==> config.mk <==
export PLATFORM = sky130hd
export DESIGN_NAME = ctl_regport
export DESIGN_NICKNAME = d
export VERILOG_FILES = /design/src/rtl/regport_pkg.sv /design/src/rtl/regport_index.sv /design/src/rtl/regport_regs.sv /design/src/rtl/regport_rdmux.sv /design/src/rtl/ctl_regport.sv
export SDC_FILE = /design/constraint.sdc
export NUM_CORES = 1
export LEC_CHECK = 0
export BUFFER_PORTS_ARGS = -buffer_cell sky130_fd_sc_hd__buf_2
export CAP_MARGIN = 5
export CORE_ASPECT_RATIO = 1.4
export CORE_MARGIN = 2
export CORE_UTILIZATION = 48
export CTS_CLUSTER_DIAMETER = 40
export CTS_CLUSTER_SIZE = 40
export DETAILED_ROUTE_END_ITERATION = 10
export PLACE_DENSITY_LB_ADDON = 0.12
export SLEW_MARGIN = 20
export SYNTH_ARGS = -nofsm -noshare
export SYNTH_HDL_FRONTEND = slang
export SYNTH_SLANG_ARGS = --single-unit
export TNS_END_PERCENT = 5
==> constraint.sdc <==
create_clock -name clk -period 3.4 [get_ports clk]
set_input_delay 0.68 -clock clk [delete_from_list [all_inputs] [get_ports clk]]
set_output_delay 0.68 -clock clk [all_outputs]
set_load 0.005 [all_outputs]
==> src/rtl/regport_pkg.sv <==
package regport_pkg;
  localparam int IDX_W  = 4;
  localparam int BYTE_W = 8;
  localparam int WIDE_W = 2 * BYTE_W;
  localparam int HDR_N  = 4;
  localparam int WIDE_N = 4;

  // write-side slot numbers
  localparam logic [IDX_W-1:0] W_IFCTRL = 4'd1;
  localparam logic [IDX_W-1:0] W_TRIG   = 4'd6;
  localparam logic [IDX_W-1:0] W_ACK    = 4'd7;
  localparam logic [IDX_W-1:0] W_CTL0   = 4'd10;
  localparam logic [IDX_W-1:0] W_CTL1   = 4'd11;
  localparam logic [IDX_W-1:0] W_RESET  = 4'd15;

  // index after an access: slot 0 stays put, the last slot wraps
  function automatic logic [IDX_W-1:0] step_index(input logic [IDX_W-1:0] cur);
    if (cur == '0 || cur == '1) return '0;
    return cur + 1'b1;
  endfunction

  // low-byte write slot of wide register k: count, data addr, write addr, pointer
  function automatic logic [IDX_W-1:0] wide_lo_slot(input int k);
    case (k)
      0:       return 4'd2;
      1:       return 4'd4;
      2:       return 4'd8;
      default: return 4'd12;
    endcase
  endfunction

  // merge a byte into one half of a wide register
  function automatic logic [WIDE_W-1:0] merge_byte(input logic [WIDE_W-1:0] old,
                                                   input logic [BYTE_W-1:0] b,
                                                   input logic hi);
    return hi ? {b, old[BYTE_W-1:0]} : {old[WIDE_W-1:BYTE_W], b};
  endfunction
endpackage

==> src/rtl/regport_index.sv <==
module regport_index
  import regport_pkg::*;
(
  input  logic             clk,
  input  logic             rst_n,
  input  logic             ld,
  input  logic [IDX_W-1:0] ld_val,
  input  logic             wr_ev,
  input  logic             rd_ev,
  output logic [IDX_W-1:0] idx
);
  logic access;
  assign access = wr_ev | rd_ev;

  always_ff @(posedge clk) begin
    if (!rst_n)      idx <= '0;
    else if (access) idx <= step_index(idx);
    else if (ld)     idx <= ld_val;
  end

  a_r3_write_step: assert property (@(posedge clk) disable iff (!rst_n)
    (wr_ev && idx != 4'd0 && idx != 4'd15) |=> (idx == $past(idx) + 4'd1));
  a_r3_write_wrap: assert property (@(posedge clk) disable iff (!rst_n)
    (wr_ev && idx == 4'd15) |=> (idx == 4'd0));
  a_r4_read_wrap: assert property (@(posedge clk) disable iff (!rst_n)
    (rd_ev && idx == 4'd15) |=> (idx == 4'd0));
  a_r10_zero_holds: assert property (@(posedge clk) disable iff (!rst_n)
    (access && idx == 4'd0) |=> (idx == 4'd0));
  a_r2_load: assert property (@(posedge clk) disable iff (!rst_n)
    (ld && !access) |=> (idx == $past(ld_val)));
endmodule

==> src/rtl/regport_regs.sv <==
module regport_regs
  import regport_pkg::*;
(
  input  logic              clk,
  input  logic              rst_n,
  input  logic              wr_ev,
  input  logic [IDX_W-1:0]  idx,
  input  logic [BYTE_W-1:0] wdata,
  input  logic              ifst_ld,
  input  logic [BYTE_W-1:0] ifst_val,
  output logic [BYTE_W-1:0] ifstat,
  output logic [BYTE_W-1:0] if_ctrl,
  output logic [WIDE_W-1:0] wide [WIDE_N],
  output logic [BYTE_W-1:0] ctl0,
  output logic [BYTE_W-1:0] ctl1,
  output logic              xfer_trig,
  output logic              xfer_ack,
  output logic              ctl_reset
);
  always_ff @(posedge clk) begin
    if (!rst_n) begin
      ifstat    <= '1;
      if_ctrl   <= '0;
      ctl0      <= '0;
      ctl1      <= '0;
      xfer_trig <= 1'b0;
      xfer_ack  <= 1'b0;
      ctl_reset <= 1'b0;
    end else begin
      if (ifst_ld)                    ifstat  <= ifst_val;
      if (wr_ev && idx == W_IFCTRL)   if_ctrl <= wdata;
      if (wr_ev && idx == W_CTL0)     ctl0    <= wdata;
      if (wr_ev && idx == W_CTL1)     ctl1    <= wdata;
      xfer_trig <= wr_ev && idx == W_TRIG;
      xfer_ack  <= wr_ev && idx == W_ACK;
      ctl_reset <= wr_ev && idx == W_RESET;
    end
  end

  for (genvar k = 0; k < WIDE_N; k++) begin : g_wide
    localparam logic [IDX_W-1:0] LO = wide_lo_slot(k);
    localparam logic [IDX_W-1:0] HI = LO + 4'd1;
    logic hit_lo, hit_hi;
    assign hit_lo = wr_ev && idx == LO;
    assign hit_hi = wr_ev && idx == HI;

    always_ff @(posedge clk) begin
      if (!rst_n)      wide[k] <= '0;
      else if (hit_lo) wide[k] <= merge_byte(wide[k], wdata, 1'b0);
      else if (hit_hi) wide[k] <= merge_byte(wide[k], wdata, 1'b1);
    end

    a_r7_low_keeps_high: assert property (@(posedge clk) disable iff (!rst_n)
      hit_lo |=> (wide[k][WIDE_W-1:BYTE_W] == $past(wide[k][WIDE_W-1:BYTE_W])));
    a_r7_high_keeps_low: assert property (@(posedge clk) disable iff (!rst_n)
      hit_hi |=> (wide[k][BYTE_W-1:0] == $past(wide[k][BYTE_W-1:0])));
  end

  a_r12_trig_single: assert property (@(posedge clk) disable iff (!rst_n)
    xfer_trig |=> !xfer_trig);
  a_r12_pulses_exclusive: assert property (@(posedge clk) disable iff (!rst_n)
    $onehot0({xfer_trig, xfer_ack, ctl_reset}));
  a_r10_zero_no_write: assert property (@(posedge clk) disable iff (!rst_n)
    (wr_ev && idx == 4'd0) |=> ($stable(if_ctrl) && $stable(ctl0) && $stable(ctl1)));
endmodule

==> src/rtl/regport_rdmux.sv <==
module regport_rdmux
  import regport_pkg::*;
(
  input  logic [IDX_W-1:0]        idx,
  input  logic [BYTE_W-1:0]       ifstat,
  input  logic [WIDE_W-1:0]       byte_cnt,
  input  logic [WIDE_W-1:0]       wr_addr,
  input  logic [WIDE_W-1:0]       blk_ptr,
  input  logic                    bank_sel,
  input  logic [HDR_N*BYTE_W-1:0] hdr_bank0,
  input  logic [HDR_N*BYTE_W-1:0] hdr_bank1,
  input  logic [4*BYTE_W-1:0]     stat_bytes,
  output logic [BYTE_W-1:0]       rdata
);
  logic [HDR_N*BYTE_W-1:0] hdr;
  logic [BYTE_W-1:0]       hdr_byte;
  assign hdr      = bank_sel ? hdr_bank1 : hdr_bank0;
  assign hdr_byte = hdr[idx[1:0]*BYTE_W +: BYTE_W];

  always_comb begin
    case (idx)
      4'd1:              rdata = ifstat;
      4'd2:              rdata = byte_cnt[BYTE_W-1:0];
      4'd3:              rdata = byte_cnt[WIDE_W-1:BYTE_W];
      4'd4, 4'd5,
      4'd6, 4'd7:        rdata = hdr_byte;
      4'd8:              rdata = blk_ptr[BYTE_W-1:0];
      4'd9:              rdata = blk_ptr[WIDE_W-1:BYTE_W];
      4'd10:             rdata = wr_addr[BYTE_W-1:0];
      4'd11:             rdata = wr_addr[WIDE_W-1:BYTE_W];
      4'd12:             rdata = stat_bytes[BYTE_W-1:0];
      4'd14:             rdata = stat_bytes[3*BYTE_W-1:2*BYTE_W];
      4'd15:             rdata = stat_bytes[4*BYTE_W-1:3*BYTE_W];
      default:           rdata = '0;
    endcase
  end

  always_comb begin
    if (idx == 4'd15) a_r4_last_is_stat3: assert (rdata == stat_bytes[31:24]);
  end
endmodule

==> src/rtl/ctl_regport.sv <==
module ctl_regport
  import regport_pkg::*;
(
  input  logic                    clk,
  input  logic                    rst_n,
  input  logic                    idx_ld,
  input  logic [IDX_W-1:0]        idx_val,
  input  logic                    wr_stb,
  input  logic                    rd_stb,
  input  logic [BYTE_W-1:0]       wdata,
  output logic [BYTE_W-1:0]       rdata,
  input  logic                    ifst_ld,
  input  logic [BYTE_W-1:0]       ifst_val,
  input  logic [HDR_N*BYTE_W-1:0] hdr_bank0,
  input  logic [HDR_N*BYTE_W-1:0] hdr_bank1,
  input  logic [4*BYTE_W-1:0]     stat_bytes,
  output logic [BYTE_W-1:0]       if_ctrl,
  output logic [WIDE_W-1:0]       byte_cnt,
  output logic [WIDE_W-1:0]       data_addr,
  output logic [WIDE_W-1:0]       wr_addr,
  output logic [WIDE_W-1:0]       blk_ptr,
  output logic [BYTE_W-1:0]       ctl0,
  output logic [BYTE_W-1:0]       ctl1,
  output logic                    xfer_trig,
  output logic                    xfer_ack,
  output logic                    ctl_reset
);
  // named access events: a write wins over a read in the same cycle
  logic             wr_ev, rd_ev;
  logic [IDX_W-1:0] idx;
  logic [BYTE_W-1:0] ifstat;
  logic [WIDE_W-1:0] wide [WIDE_N];

  assign wr_ev = wr_stb;
  assign rd_ev = rd_stb & ~wr_stb;

  regport_index u_index (
    .clk(clk), .rst_n(rst_n), .ld(idx_ld), .ld_val(idx_val),
    .wr_ev(wr_ev), .rd_ev(rd_ev), .idx(idx)
  );

  regport_regs u_regs (
    .clk(clk), .rst_n(rst_n), .wr_ev(wr_ev), .idx(idx), .wdata(wdata),
    .ifst_ld(ifst_ld), .ifst_val(ifst_val), .ifstat(ifstat),
    .if_ctrl(if_ctrl), .wide(wide), .ctl0(ctl0), .ctl1(ctl1),
    .xfer_trig(xfer_trig), .xfer_ack(xfer_ack), .ctl_reset(ctl_reset)
  );

  assign byte_cnt  = wide[0];
  assign data_addr = wide[1];
  assign wr_addr   = wide[2];
  assign blk_ptr   = wide[3];

  regport_rdmux u_rdmux (
    .idx(idx), .ifstat(ifstat), .byte_cnt(byte_cnt), .wr_addr(wr_addr),
    .blk_ptr(blk_ptr), .bank_sel(ctl1[0]), .hdr_bank0(hdr_bank0),
    .hdr_bank1(hdr_bank1), .stat_bytes(stat_bytes), .rdata(rdata)
  );

  a_r11_write_beats_load: assert property (@(posedge clk) disable iff (!rst_n)
    (wr_stb && idx_ld && idx != 4'd0 && idx != 4'd15) |=> (idx == $past(idx) + 4'd1));
  a_r8_stat1_hidden: assert property (@(posedge clk) disable iff (!rst_n)
    (idx == 4'd13) |-> (rdata == 8'h00));
endmodule

==> summary.md <==
| Metric | Value |
|---|---|
| Power Internal | 2.00 mW |
| Rows | 44 |
| Area contributors post-synth | dfxtp_1, nand2_1, a21boi_0, mux4_2, mux2i_1 |
| Tightest Pin Transition | 0.837 ns |
| Fill count | 983 |
| Net switching fraction of the power | 25.6% |
| Data arrival, critical path | 2.55 ns |
| I/O pin cnt | 221 |
| First-pass GRT wire length | 26.8 mm |
| Slew margin rel. | 44.2% |
| Hold Crit Class | reg2reg |
| Ys Warns | 0 |
| Initial core utilization | 48.9% |
| Clk slew on worst S/H paths | 0.07 ns |
| Layout cells sized above 1 | 34.3% |
| Post-synth EDFFs | 0 |
| CTS tree | done |
| Layout area overhead | 28.6% |
| Psw | 688 uW |
| Most numerous cell in the Yosys netlist | nand2_1 |
| Share of the synthesized area in the top cell type | 40.7% |
| WL per Instance | 19.3 um |
| Post-synth ARST share | 0% |
| Drt first-iter violations | 471 |
| CP startpoint kind | register |
| Tot Pwr | 2.69 mW |
| Core ar. | 10300 um^2 |
| VDD IR-drop max | 0.278 mV |
| Final setup fails | 0 |
| Period minus WS final | 3.23 ns |
| Chip height | 126 um |
| RSZ-0062 raised after global routing | no |
| Fin cells | 914 |
| All-Layer GR Usage | 30.0% |
| Dpl cells | 898 |
| Post-DP Area | 6200 um^2 |
| Total CTS buffers | 9 |
| Die area | 11400 um^2 |
| Via density | 5.74 |
| Slew Limit Fails | 0 |
| Commonest cells in the netlist | nand2_1, dfxtp_1, a21boi_0 |
| P per Cell Area | 413 nW/um^2 |
| Port Buf Inserts | 212 |
| Setup TNS after final layout | 0 ns |
| Clock share of power | 39.9% |
| CTS H-tree lvls | 3 |
| Final Hold Fails | 0 |
| Antenna-violating nets left | 0 |
| Final Cell Area | 6510 um^2 |
| Status | finished clean |
| Via count | 5245 |
| Sequential area share after synthesis | 40.7% |
| Global placer's final weighted congestion | 0.904 |
| Synth Instances | 582 |
| Multi-input logic area | 2780 um^2 |
| Post-synthesis cell type count | 44 |
| Cell Area, Synth | 5070 um^2 |
| Drt pass-1 iters | 8 |
| Sequential share of power | 46.1% |
| Vias in the first global route | 5071 |
| Post CTS Setup Buffer Count | 0 |
| GRT overflow | 0 |
| Avg Cell Area, Syn | 8.70 um^2 |
| Crit end category | output pin |
| Leading area contributor after synthesis | dfxtp_1 |
| Largest net degree at the start of global routing | 59 |
| Final nets | 897 |
| FMAX | 310 MHz |
| MaxCap Viol Count | 0 |
| Root buffer cell | clkbuf_16 |
| Combinational share of power | 14.0% |
| Reg area | 2060 um^2 |
| Routed WL | 17.7 mm |
| Synthesized net count | 708 |
| Clk buf depth | 2 |
| Crit Path Max Fanout | 11 |
| Setup CP Type | reg2out |
| Final period utilization | 95.0% |
| # clock sinks | 103 |
| DRC violations left | 0 |
| Pleak | 2.71 nW |
| Main flop type after synthesis | dfxtp_1 |
| Post-synthesis register bit count | 103 |
| Clk_lat worst skew | 0.35 ns |
| Post-DP HPWL | 13.2 mm |
| Req. time, crit path | 2.72 ns |
| Initial antenna violation count | 1 |
| Die extent in x | 90.8 um |
| Hold Slack | 0.456 ns |
| Skew final | 0.00812 ns |
==> power by group through the flow <==
stage	clock, mW	sequential (mW)	combinational (mW)
after floorplan	0	1.26	0.208
after global placement	0	1.27	0.363
after detailed placement	0	1.27	0.370
after CTS	1.08	1.24	0.371
after global routing	1.13	1.24	0.402
final	1.07	1.24	0.376
==> cells in the final DEF (no fill, tap or decap), drive strengths merged <==
| master | netlist | final |
|---|---|---|
| a2111oi | 1 | 1 |
| clkinvlp | 0 | 2 |
| bufinv | 0 | 1 |
| nor2b | 19 | 19 |
| or2 | 3 | 3 |
| o311ai | 1 | 1 |
| ha | 4 | 4 |
| mux2 | 1 | 1 |
| o211ai | 1 | 1 |
| a22oi | 16 | 16 |
| o21a | 1 | 1 |
| nand3b | 1 | 1 |
| xnor2 | 1 | 1 |
| mux4 | 16 | 16 |
| or3 | 1 | 1 |
| dfxtp | 103 | 103 |
| o21ai | 22 | 22 |
| o311a | 2 | 2 |
| nand3 | 14 | 14 |
| a222oi | 12 | 12 |
| a221o | 2 | 2 |
| nand2 | 151 | 151 |
| and3 | 2 | 2 |
| clkbuf | 31 | 11 |
| buf | 17 | 226 |
| nand4 | 2 | 2 |
| nor3 | 3 | 3 |
| diode | 0 | 1 |
| nor2 | 21 | 21 |
| mux2i | 25 | 25 |
| a21oi | 12 | 12 |
| and2 | 1 | 1 |
| a31oi | 2 | 2 |
| nor4 | 1 | 1 |
| inv | 7 | 8 |
| a221oi | 5 | 5 |
| a21boi | 73 | 73 |
| nand2b | 2 | 2 |
| o22ai | 6 | 6 |
==> worst max-delay path, stage by stage, from the launching register on <==
cell and delay, ns:
dfxtp_1 0.44, inv_1 0.13, ha_1 0.40, a221o_1 0.41, a221oi_1 0.44, o21ai_0 0.22, buf_2 0.17
==> metal layers <==
layer	vias up	wire length [um]	track usage, %
li1	2429	-	-
met3	56	1530	6.87
met2	284	8510	50.6
met5	-	0	0
met1	2476	6660	34.2
met4	0	991	18.6
==> stage by stage <==
stage	worst slack [ns]	utilization (%)
CTS	0.0290	62.8
detailed placement	0.424	59.9
floorplan	0.722	-
finish	0.169	62.9
global placement	0.553	59.9
global route	0.0293	62.9
==> worst paths after layout <==
kind | startpoint | end | slack, ns | cells after the start
max | u_index.idx[1] | rdata[3] | 0.17 | 6
min | u_regs.wide[37] | u_regs.wide[37] | 0.46 | 2
max reg2reg | u_index.idx[1] | u_regs.wide[14] | 0.95 | 6
min reg2reg | u_regs.wide[37] | u_regs.wide[37] | 0.46 | 2
==> state kept, by name, summed over array words and instances, names as in the netlist <==
| signal | cells |
|---|---|
| u_regs.ctl0 | 8 |
| u_index.idx | 4 |
| u_regs.wide | 64 |
| u_regs.xfer_trig | 1 |
| u_regs.ctl_reset | 1 |
| u_regs.xfer_ack | 1 |
| u_regs.ifstat | 8 |
| u_regs.if_ctrl | 8 |
| u_regs.ctl1 | 8 |
==> logic make-up (layout without fill, tap and decap cells) <==
logic type	count (synthesis)	in the layout	share of synthesized area (%)
buf+inv	55	248	4.62
mux	42	42	12.3
simple gates	221	221	19.0
other cells	0	1	0
flops	103	103	40.7
xor+xnor	1	1	0.173
compound gates	156	156	22.2
fa+ha+maj	4	4	0.988
==> final cells by class <==
cell class              instances  share of cell area, %
well taps                     138                   2.65
diodes                          1                 0.0384
repair buffers                226                   17.9
multi-input cells             424                   42.6
inverters                       7                  0.403
flip-flops and latches        103                   31.7
clock inverters                 4                  0.826
clock buffers                  11                   3.88
==> repair_timing <==
item                       CTS  global route
gates resized for setup      0             1
hold buffers                 0             0
setup endpoints to repair    0             7
No activity file was read; power rests on OpenSTA's default activity.
